`src/rtl/loc_arb_pkg.sv`:
```
package loc_arb_pkg;
   // positions inside the access byte; software decodes these
   localparam int unsigned AB_REQ    = 1;
   localparam int unsigned AB_PEND   = 2;
   localparam int unsigned AB_SEIZE  = 3;
   localparam int unsigned AB_SEIZED = 4;
   localparam int unsigned AB_ACT    = 5;
   localparam int unsigned AB_REGVLD = 7;
   localparam int unsigned AB_W      = 8;
endpackage

```
`src/rtl/loc_arb_hi_pick.sv`:
```
module loc_arb_hi_pick #(
   parameter int unsigned N  = 5,
   parameter int unsigned IW = 3
) (
   input  logic [N-1:0]  vec,
   output logic          any,
   output logic [IW-1:0] idx
);
   always_comb begin
      any = 1'b0;
      idx = '0;
      for (int i = 0; i < N; i++) begin
         if (vec[i]) begin
            any = 1'b1;
            idx = IW'(i);
         end
      end
   end
endmodule

```
`src/rtl/loc_arb_seize_gate.sv`:
```
module loc_arb_seize_gate #(
   parameter int unsigned N  = 5,
   parameter int unsigned IW = 3
) (
   input  logic [N-1:0]  seize_vec,
   input  logic          own_vld,
   input  logic [IW-1:0] own_id,
   input  logic [IW-1:0] req_id,
   output logic          ok,
   output logic [N-1:0]  keep_mask
);
   logic [N-1:0] higher;
   logic [N-1:0] self_sel;

   for (genvar g = 0; g < N; g++) begin : g_loc
      assign higher[g]    = (IW'(g) > req_id);
      assign self_sel[g]  = (IW'(g) == req_id);
      assign keep_mask[g] = !(IW'(g) < req_id);
   end

   assign ok = (!own_vld || (req_id > own_id))
             && !(|(seize_vec & self_sel))
             && !(|(seize_vec & higher));
endmodule

```
`src/rtl/loc_arb_rd_view.sv`:
```
module loc_arb_rd_view
   import loc_arb_pkg::*;
#(
   parameter int unsigned N  = 5,
   parameter int unsigned IW = 3
) (
   input  logic [IW-1:0]   rd_loc,
   input  logic [N-1:0]    req,
   input  logic [N-1:0]    seized,
   input  logic            own_vld,
   input  logic [IW-1:0]   own_id,
   output logic [AB_W-1:0] byte_o
);
   logic [N-1:0] sel;
   logic         loc_ok;

   for (genvar g = 0; g < N; g++) begin : g_sel
      assign sel[g] = (IW'(g) == rd_loc);
   end
   assign loc_ok = |sel;

   always_comb begin
      byte_o = '0;
      if (loc_ok) begin
         byte_o[AB_REGVLD] = 1'b1;
         byte_o[AB_ACT]    = own_vld && (own_id == rd_loc);
         byte_o[AB_SEIZED] = |(seized & sel);
         byte_o[AB_REQ]    = |(req & sel);
         byte_o[AB_PEND]   = |(req & ~sel);
      end
   end
endmodule

```
`src/rtl/loc_arbiter.sv`:
```
module loc_arbiter
   import loc_arb_pkg::*;
#(
   parameter int unsigned NUM_LOC = 5,
   parameter int unsigned ADDR_W  = 16,
   parameter int unsigned LOC_LSB = 12,
   parameter int unsigned LOC_W   = 3,
   parameter int unsigned RO_LOC  = 4
) (
   input  logic              clk,
   input  logic              rst_n,
   input  logic              wr_en,
   input  logic [ADDR_W-1:0] wr_addr,
   input  logic [AB_W-1:0]   wr_data,
   input  logic [ADDR_W-1:0] rd_addr,
   output logic [AB_W-1:0]   rd_data,
   input  logic              cmd_busy,
   input  logic              abort_done,
   output logic              abort_req,
   output logic              own_vld,
   output logic [LOC_W-1:0]  own_id,
   output logic              chg_evt,
   output logic [LOC_W-1:0]  chg_id
);
   localparam int unsigned LW1 = LOC_W + 1;

   if (LOC_LSB + LOC_W > ADDR_W) begin : g_bad_field
      $error("locality field does not fit in the address");
   end
   if (NUM_LOC < 2 || NUM_LOC > (1 << LOC_W)) begin : g_bad_count
      $error("locality count does not match the field width");
   end

   logic [NUM_LOC-1:0] req_q, req_d, seize_q, seize_d, seized_q, seized_d;
   logic               own_vld_q, own_vld_d, pend_q, pend_d;
   logic [LOC_W-1:0]   own_id_q, own_id_d, tgt_q, tgt_d, evt_id_q, evt_id_d;
   logic               abort_q, abort_d, evt_q, evt_d;

   logic [LOC_W-1:0]   wr_loc, rd_loc;
   logic               wr_ok, wr_is_owner;
   logic               rq_any, sz_ok;
   logic [LOC_W-1:0]   rq_top;
   logic [NUM_LOC-1:0] sz_keep;

   logic [AB_W-1:0]    wv;
   logic               dec, rel_none, sw_go, change;
   logic [LOC_W-1:0]   dec_tgt, sw_tgt;

   assign wr_loc      = wr_addr[LOC_LSB +: LOC_W];
   assign rd_loc      = rd_addr[LOC_LSB +: LOC_W];
   assign wr_ok       = wr_en && ({1'b0, wr_loc} < LW1'(NUM_LOC))
                              && ({1'b0, wr_loc} != LW1'(RO_LOC));
   assign wr_is_owner = own_vld_q && (own_id_q == wr_loc);

   loc_arb_hi_pick #(.N(NUM_LOC), .IW(LOC_W)) i_hi_pick (
      .vec (req_q),
      .any (rq_any),
      .idx (rq_top)
   );

   loc_arb_seize_gate #(.N(NUM_LOC), .IW(LOC_W)) i_seize_gate (
      .seize_vec (seize_q),
      .own_vld   (own_vld_q),
      .own_id    (own_id_q),
      .req_id    (wr_loc),
      .ok        (sz_ok),
      .keep_mask (sz_keep)
   );

   loc_arb_rd_view #(.N(NUM_LOC), .IW(LOC_W)) i_rd_view (
      .rd_loc  (rd_loc),
      .req     (req_q),
      .seized  (seized_q),
      .own_vld (own_vld_q),
      .own_id  (own_id_q),
      .byte_o  (rd_data)
   );

   always_comb begin
      req_d     = req_q;
      seize_d   = seize_q;
      seized_d  = seized_q;
      own_vld_d = own_vld_q;
      own_id_d  = own_id_q;
      pend_d    = pend_q;
      tgt_d     = tgt_q;
      abort_d   = 1'b0;
      evt_d     = 1'b0;
      evt_id_d  = evt_id_q;
      wv        = wr_data;
      dec       = 1'b0;
      dec_tgt   = '0;
      rel_none  = 1'b0;
      sw_go     = 1'b0;
      sw_tgt    = '0;
      change    = 1'b0;

      if (wr_ok) begin
         // a forced takeover cannot also request or release
         if (wv[AB_SEIZE]) begin
            wv[AB_REQ] = 1'b0;
            wv[AB_ACT] = 1'b0;
         end
         if (wv[AB_ACT]) begin
            if (wr_is_owner) begin
               if (rq_any) begin
                  dec     = 1'b1;
                  dec_tgt = rq_top;
               end else begin
                  rel_none = 1'b1;
               end
            end else begin
               req_d[wr_loc] = 1'b0;
            end
         end
         if (wv[AB_SEIZED]) seized_d[wr_loc] = 1'b0;
         if (wv[AB_SEIZE] && sz_ok) begin
            seize_d         = seize_d & sz_keep;
            seize_d[wr_loc] = 1'b1;
            dec             = 1'b1;
            dec_tgt         = wr_loc;
         end
         if (wv[AB_REQ] && !wr_is_owner) begin
            if (own_vld_q) begin
               req_d[wr_loc] = 1'b1;
            end else begin
               sw_go  = 1'b1;
               sw_tgt = wr_loc;
            end
         end
      end

      if (rel_none) begin
         own_vld_d = 1'b0;
         pend_d    = 1'b0;
      end

      if (dec) begin
         if (cmd_busy) begin
            pend_d  = 1'b1;
            tgt_d   = dec_tgt;
            abort_d = 1'b1;
         end else begin
            pend_d = 1'b0;
            sw_go  = 1'b1;
            sw_tgt = dec_tgt;
         end
      end

      if (pend_q && abort_done && !dec && !rel_none && !sw_go) begin
         pend_d = 1'b0;
         sw_go  = 1'b1;
         sw_tgt = tgt_q;
      end

      if (sw_go) begin
         change = !own_vld_q || (own_id_q != sw_tgt);
         if (change && own_vld_q) begin
            if (seize_d[sw_tgt]) seized_d[own_id_q] = 1'b1;
            else                 req_d[own_id_q]    = 1'b0;
         end
         own_vld_d       = 1'b1;
         own_id_d        = sw_tgt;
         req_d[sw_tgt]   = 1'b0;
         seize_d[sw_tgt] = 1'b0;
         if (change) begin
            evt_d    = 1'b1;
            evt_id_d = sw_tgt;
         end
      end
   end

   always_ff @(posedge clk or negedge rst_n) begin
      if (!rst_n) begin
         req_q     <= '0;
         seize_q   <= '0;
         seized_q  <= '0;
         own_vld_q <= 1'b0;
         own_id_q  <= '0;
         pend_q    <= 1'b0;
         tgt_q     <= '0;
         abort_q   <= 1'b0;
         evt_q     <= 1'b0;
         evt_id_q  <= '0;
      end else begin
         req_q     <= req_d;
         seize_q   <= seize_d;
         seized_q  <= seized_d;
         own_vld_q <= own_vld_d;
         own_id_q  <= own_id_d;
         pend_q    <= pend_d;
         tgt_q     <= tgt_d;
         abort_q   <= abort_d;
         evt_q     <= evt_d;
         evt_id_q  <= evt_id_d;
      end
   end

   assign abort_req = abort_q;
   assign own_vld   = own_vld_q;
   assign own_id    = own_id_q;
   assign chg_evt   = evt_q;
   assign chg_id    = evt_id_q;
endmodule

```
`config.mk`:
```
export PLATFORM = sky130hd
export DESIGN_NAME = loc_arbiter
export DESIGN_NICKNAME = d
export VERILOG_FILES = /design/src/rtl/loc_arb_pkg.sv /design/src/rtl/loc_arb_hi_pick.sv /design/src/rtl/loc_arb_seize_gate.sv /design/src/rtl/loc_arb_rd_view.sv /design/src/rtl/loc_arbiter.sv
export SDC_FILE = /design/constraint.sdc
export NUM_CORES = 1
export LEC_CHECK = 0
export BUFFER_PORTS_ARGS = -buffer_cell sky130_fd_sc_hd__buf_4
export CAP_MARGIN = 20
export CELL_PAD_IN_SITES_DETAIL_PLACEMENT = 1
export CELL_PAD_IN_SITES_GLOBAL_PLACEMENT = 2
export CORE_ASPECT_RATIO = 0.7
export CORE_MARGIN = 4
export CORE_UTILIZATION = 32
export CTS_CLUSTER_DIAMETER = 100
export CTS_CLUSTER_SIZE = 28
export DETAILED_ROUTE_END_ITERATION = 12
export GPL_TIMING_DRIVEN = 1
export PLACE_DENSITY = 0.94
export SYNTH_ARGS = -nofsm -noshare
export SYNTH_HDL_FRONTEND = slang
export SYNTH_SLANG_ARGS = --single-unit
```
`constraint.sdc`:
```
create_clock -name clk -period 9.4 [get_ports clk]
set_input_delay 0.94 -clock clk [delete_from_list [all_inputs] [get_ports clk]]
set_output_delay 0.94 -clock clk [all_outputs]
set_load 0.01 [all_outputs]
```
* Yosys cells after proc, flatten, opt, wreduce, memory -nomap -nowiden
Cells that the tools add are included. Widths: inputs -> output; s select.
Storage, ports and cells: flip-flop bits (word level) 28, output and inout bits 17, input port bits 45
Operators by class: reduce and logical (&&, ||, !) cells 42, bitwise gates (word level) 18, $lt $le $gt $ge 18, eq/ne operators 12, multiplexer cells 76
Operators with widths (number):
- $mux 5 | 18
- $and 5x5->5 | 11
- $mux 1 | 38
- $mux 3 | 12
- $reduce_or 5->1 | 6
- $not 5->5 | 4
- $logic_and 1x1->1 | 16
- $or 5x5->5 | 3
- $eq 2x3->1 const A | 4
- $logic_not 1->1 | 12
- $lt 3x4->1 const B | 3
- $demux 1 s3 | 3
- $ge 3x1->1 const B | 3
- $mux 2 | 4
- $eq 1x3->1 const A | 2
- $eq 3x3->1 | 2
- $eq 3x3->1 const A | 2
- $gt 1x3->1 const A | 2
- $gt 2x3->1 const A | 2
- $logic_not 3->1 | 2
- $lt 1x3->1 const A | 2
- $lt 2x3->1 const A | 2
- $reduce_and 2->1 | 2
- $bmux 1 s3 | 1
- 9 further kinds | 10

* Logic depth before layout (Yosys ltp)
depth after elaboration 22, gate-level depth with buffers 14, depth with buffers taken out 11

* Hierarchy
A second synthesis with hierarchy kept.
Second synthesis, totals: cell total of the unflattened synthesis 240, area, all modules 2155.8 um2
By module, submodules not included:
- loc_arbiter | seq. area each 700.7 um2, area each 1704.1 um2, cells an instance 174, instances 1
- loc_arb_rd_view | seq. area each 0.0 um2, area each 254.0 um2, cells an instance 35, instances 1
- loc_arb_seize_gate | seq. area each 0.0 um2, area each 155.1 um2, cells an instance 23, instances 1
- loc_arb_hi_pick | seq. area each 0.0 um2, area each 42.5 um2, cells an instance 8, instances 1

* Worst setup path before layout
OpenSTA, ideal clock, no wires.
path kind input to register, start input port wr_addr[12], end register evt_id_q[2] (netlist: chg_id[2]), path buffers 2, arrival 3.837 ns, slack 5.435 ns, stages on the path 13, cell sequence buf_2 -> inv_1 -> ha_1 -> nand4_2 -> nand2_1 -> a2111oi_1 -> nand2_2 -> a311o_1 -> buf_2 -> xor2_1 -> nor3_2 -> a21oi_2 -> mux2_1
Between the ends: word-level cells in the longest chain between the ends 17, elaborated cells on any way between the ends 60, those cells by class 7 x order compare; 7 x eq/ne; 22 x mux; 2 x bitwise; 22 x reduce/logical
RTL lines:
- start: declaration | RTL line loc_arbiter.sv:13 | input logic [ADDR_W-1:0] wr_addr,
- branches (longest 17 deep; another with $gt 1x3->1)
- end signal: assignment | RTL line loc_arbiter.sv:195 | evt_id_q <= evt_id_d;
- end: declaration | RTL line loc_arbiter.sv:36 | logic [LOC_W-1:0] own_id_q, own_id_d, tgt_q, tgt_d, evt_id_q, evt_id_d;
Several ways; the timed one is not identified. A chain may end at the register's enable or synchronous reset.

* Worst setup path in the final report
start input port wr_addr[12], end register seized_q[4]
Between the ends: word-level cells in the longest chain between the ends 19, elaborated cells on any way between the ends 89, those cells by class 14 x order compare; 7 x eq/ne; 33 x mux; 7 x bitwise; 28 x reduce/logical
RTL lines:
- branches (longest 18 deep; another with $gt 1x3->1)
- $mux 5 * | RTL line loc_arbiter.sv:156 | if (sw_go) begin
- via seized_d[4] | RTL line loc_arbiter.sv:34 | logic [NUM_LOC-1:0] req_q, req_d, seize_q, seize_d, seized_q, seized_d;
- end signal: assignment | RTL line loc_arbiter.sv:188 | seized_q <= seized_d;
- end: declaration | RTL line loc_arbiter.sv:34
Mark *: on every way through the listed nets, which the timed path passes. The select of a mux whose other input is x is not followed.

==> impl_metrics.env <==
export IMPL_synth_common_cells="dfrtp_1 (28), nand2_1 (21), nor2_1 (17)"
export IMPL_worstSkewPairLatency_ns=0.29
export IMPL_cp_data_arrival_time_ns=4.73
export IMPL_leakagePower_nw=1.02
export IMPL_max_slew_worst_pin_slew_ns=0.734
export IMPL_critPathKind="in -> reg"
export IMPL_cts_tree="done"
export IMPL_tns_ns=0
export IMPL_die_h_um=74.9
export IMPL_numPortBuffers=28
export IMPL_yosysTopAreaCell="dfrtp_1"
export IMPL_seq_area_frac_synth=0.342
export IMPL_yosysTopAreaCellShare=0.342
export IMPL_synth_avg_cell_area_sq_um=8.91
export IMPL_yosysUniqueCellTypes=63
export IMPL_antenna_cells=0
export IMPL_crit_fanout=13
export IMPL_grt_use_met2=0.262
export IMPL_endpoint="seized_q[4]"
export IMPL_netlist_instances=230
export IMPL_postCtsSetupBuffers=0
export IMPL_first_global_vias=1896
export IMPL_cts_buffer_depth=2
export IMPL_slowest_stage="a2111oi_1"
export IMPL_drc=0
export IMPL_power_density_nw_per_um2=218
export IMPL_finClkSkew_ns=0.00274
export IMPL_netlist_area_sq_um=2050
export IMPL_antenna_found_initial=0
export IMPL_busiest_layer="met2"
export IMPL_grt_max_degree=29
export IMPL_drt_initial_drc_count=167
export IMPL_outcome="completed"
export IMPL_cts_buffers=3
export IMPL_period_share=0.483
export IMPL_reg2reg_slack_ns=5.10
export IMPL_critPathMaxStageDelay_ns=0.64
export IMPL_ios=62
export IMPL_routed_wl_mm=6.31
export IMPL_cp_required_ns=9.60
export IMPL_cp_startpoint="wr_addr[12]"
export IMPL_avgViaCountPerCell=5.77
export IMPL_synth_edf_count=0
export IMPL_gr_usage_all_layers=0.171
export IMPL_die_area_sq_um=7770
export IMPL_vias=1875
export IMPL_coreArea_sq_um=6220
export IMPL_grt_overflow_total=0
export IMPL_initial_utilization=0.330
export IMPL_synth_main_ff_cell="dfrtp_1"
export IMPL_start_kind="primary input"
export IMPL_rsz0062_at_grt="false"
export IMPL_hpwl_mm=4.79
export IMPL_ctsHoldBuffers=0
export IMPL_peakVddDrop_v=0.000137
export IMPL_synth_seq_cells=28
export IMPL_max_cap_viol_count=0
export IMPL_grt_pass1_wl_mm=10.4
export IMPL_final_util=0.376
export IMPL_drtAntennaViolNets=0
export IMPL_rows=24
export IMPL_area_growth_pct=14.1
export IMPL_fmax_ghz=0.220
export IMPL_period_minus_slack_ns=4.54
export IMPL_yosysWarnings=0
export IMPL_grt_use_met1=0.250
export IMPL_cts_resized=0
export IMPL_cts_sinks=28
export IMPL_hold_viol_final=0
export IMPL_worstSetupEndpointType="flip-flop"
export IMPL_cts_root_buffer="clkbuf_8"
export IMPL_relSlewSlack=0.509
export IMPL_synthArstFlopShare=1.00
export IMPL_cts_clk_slew_worst_paths_ns=0.11
export IMPL_nets=296
export IMPL_crit_chain="buf_4 -> inv_1 -> ha_1 -> nand4_2 -> nand2_1 -> a2111oi_1 -> nand2_2 -> a311o_1 -> or4_1 -> and3_1 -> o41ai_4"
export IMPL_firstDrtPassIters=4
export IMPL_worst_r2r_path_depth=10
export IMPL_synth_area_leaders="dfrtp_1 (34%), nand2_1 (3.8%), o21ai_0 (3.7%)"
export IMPL_drive_above_1_share=0.194
export IMPL_setup_viol=0
export IMPL_gr_usage_met3=0.0334
export IMPL_drv_slew=0
export IMPL_h_tree_depth=1
export IMPL_place_congestion=0.878
export IMPL_hp_class="reg -> reg"
export IMPL_yosysMostFrequentCell="dfrtp_1"
export IMPL_r2r_start="own_id[1]"
export IMPL_die_x_um=104
export IMPL_hold_slack_ns=0.510
export IMPL_wire_per_inst_um=19.4
export IMPL_r2r_end="seized_q[4]"
## worst min-delay path by stage
| stage | from | endpoint | slack (ns) | cells after the start |
|---|---|---|---|---|
| after CTS | tgt_q[2] | tgt_q[2] | 0.51 | 2 |
| final | tgt_q[2] | tgt_q[2] | 0.51 | 2 |
| after floorplan | tgt_q[0] | tgt_q[0] | 0.45 | 2 |
| after global routing | chg_id[2] | chg_id[2] | 0.56 | 1 |
| after detailed placement | tgt_q[2] | tgt_q[2] | 0.49 | 2 |
| after global placement | chg_id[0] | chg_id[0] | 0.47 | 1 |
## critical path, delay by kind of cell
| kind | cells | cell delay, ns |
|---|---|---|
| AO/OA/AOI/OAI | 3 | 1.59 |
| adder cells (fa/ha/maj) | 1 | 0.32 |
| buffers and inverters | 2 | 0.28 |
| AND/OR/NAND/NOR | 5 | 1.59 |
## cell usage in the layout (no fill, tap or decap), types with 5 or more instances in the layout
cell and n:
inv_1 14, nand2_1 21, nor3_1 7, buf_4 28
nor2b_1 7, dfrtp_1 28, o21ai_0 15, nor2_1 17
nand3_1 6, a31oi_1 7, and3_1 5, a21oi_1 7
o31ai_1 6
## cell families (layout without fill, tap and decap cells)
family	count (synthesis)	in the layout	synth area share
flops	28	28	0.342
mux	6	6	0.0440
other cells	1	3	0.00183
fa+ha+maj	3	3	0.0183
simple gates	88	88	0.238
buf+inv	31	46	0.0739
compound gates	68	68	0.261
xor+xnor	5	5	0.0214
## power breakdown
part	switching [W]	total [W]	internal, W	leakage, nW
combinational	0.000128	0.000224	0.0000958	0.613
sequential	0.0000387	0.000184	0.000146	0.369
clock	0.0000432	0.000100	0.0000572	0.0357
total	0.000210	0.000508	0.000299	1.02
## metal layers
metal | wire length, um | vias to the layer above | part of all wire
li1 | - | 873 | -
met1 | 3070 | 935 | 0.49
met2 | 2740 | 60 | 0.43
met3 | 450 | 7 | 0.071
met4 | 55 | 0 | 0.0087
met5 | 0 | - | 0
## flip-flops by register name (all words and copies together) (netlist names)
register   cells
seize_q        5
seized_q       5
chg_evt        1
abort_req      1
own_vld        1
own_id         3
req_q          5
pend_q         1
chg_id         3
tgt_q          3
## metrics by stage
step | setup slack, ns | total power (W) | std cells | area [sq um]
floorplan | 5.44 | 0.000331 | 232 | 2060
global placement | 4.67 | 0.000398 | 321 | 2260
detailed placement | 4.62 | 0.000407 | 321 | 2260
CTS | 4.91 | 0.000508 | 325 | 2340
global route | 4.65 | 0.000545 | 325 | 2340
finish | 4.86 | 0.000508 | 325 | 2340
## area by class of cell
type                    count  area, sq um
multi-input cells         173         1200
well taps                  78         97.6
fillers                   750         3880
clock buffers               3         41.3
flip-flops and latches     28          701
inverters                  14         52.6
clock inverters             1         30.0
repair buffers             28          210
Power figures use the tool's default switching activity.
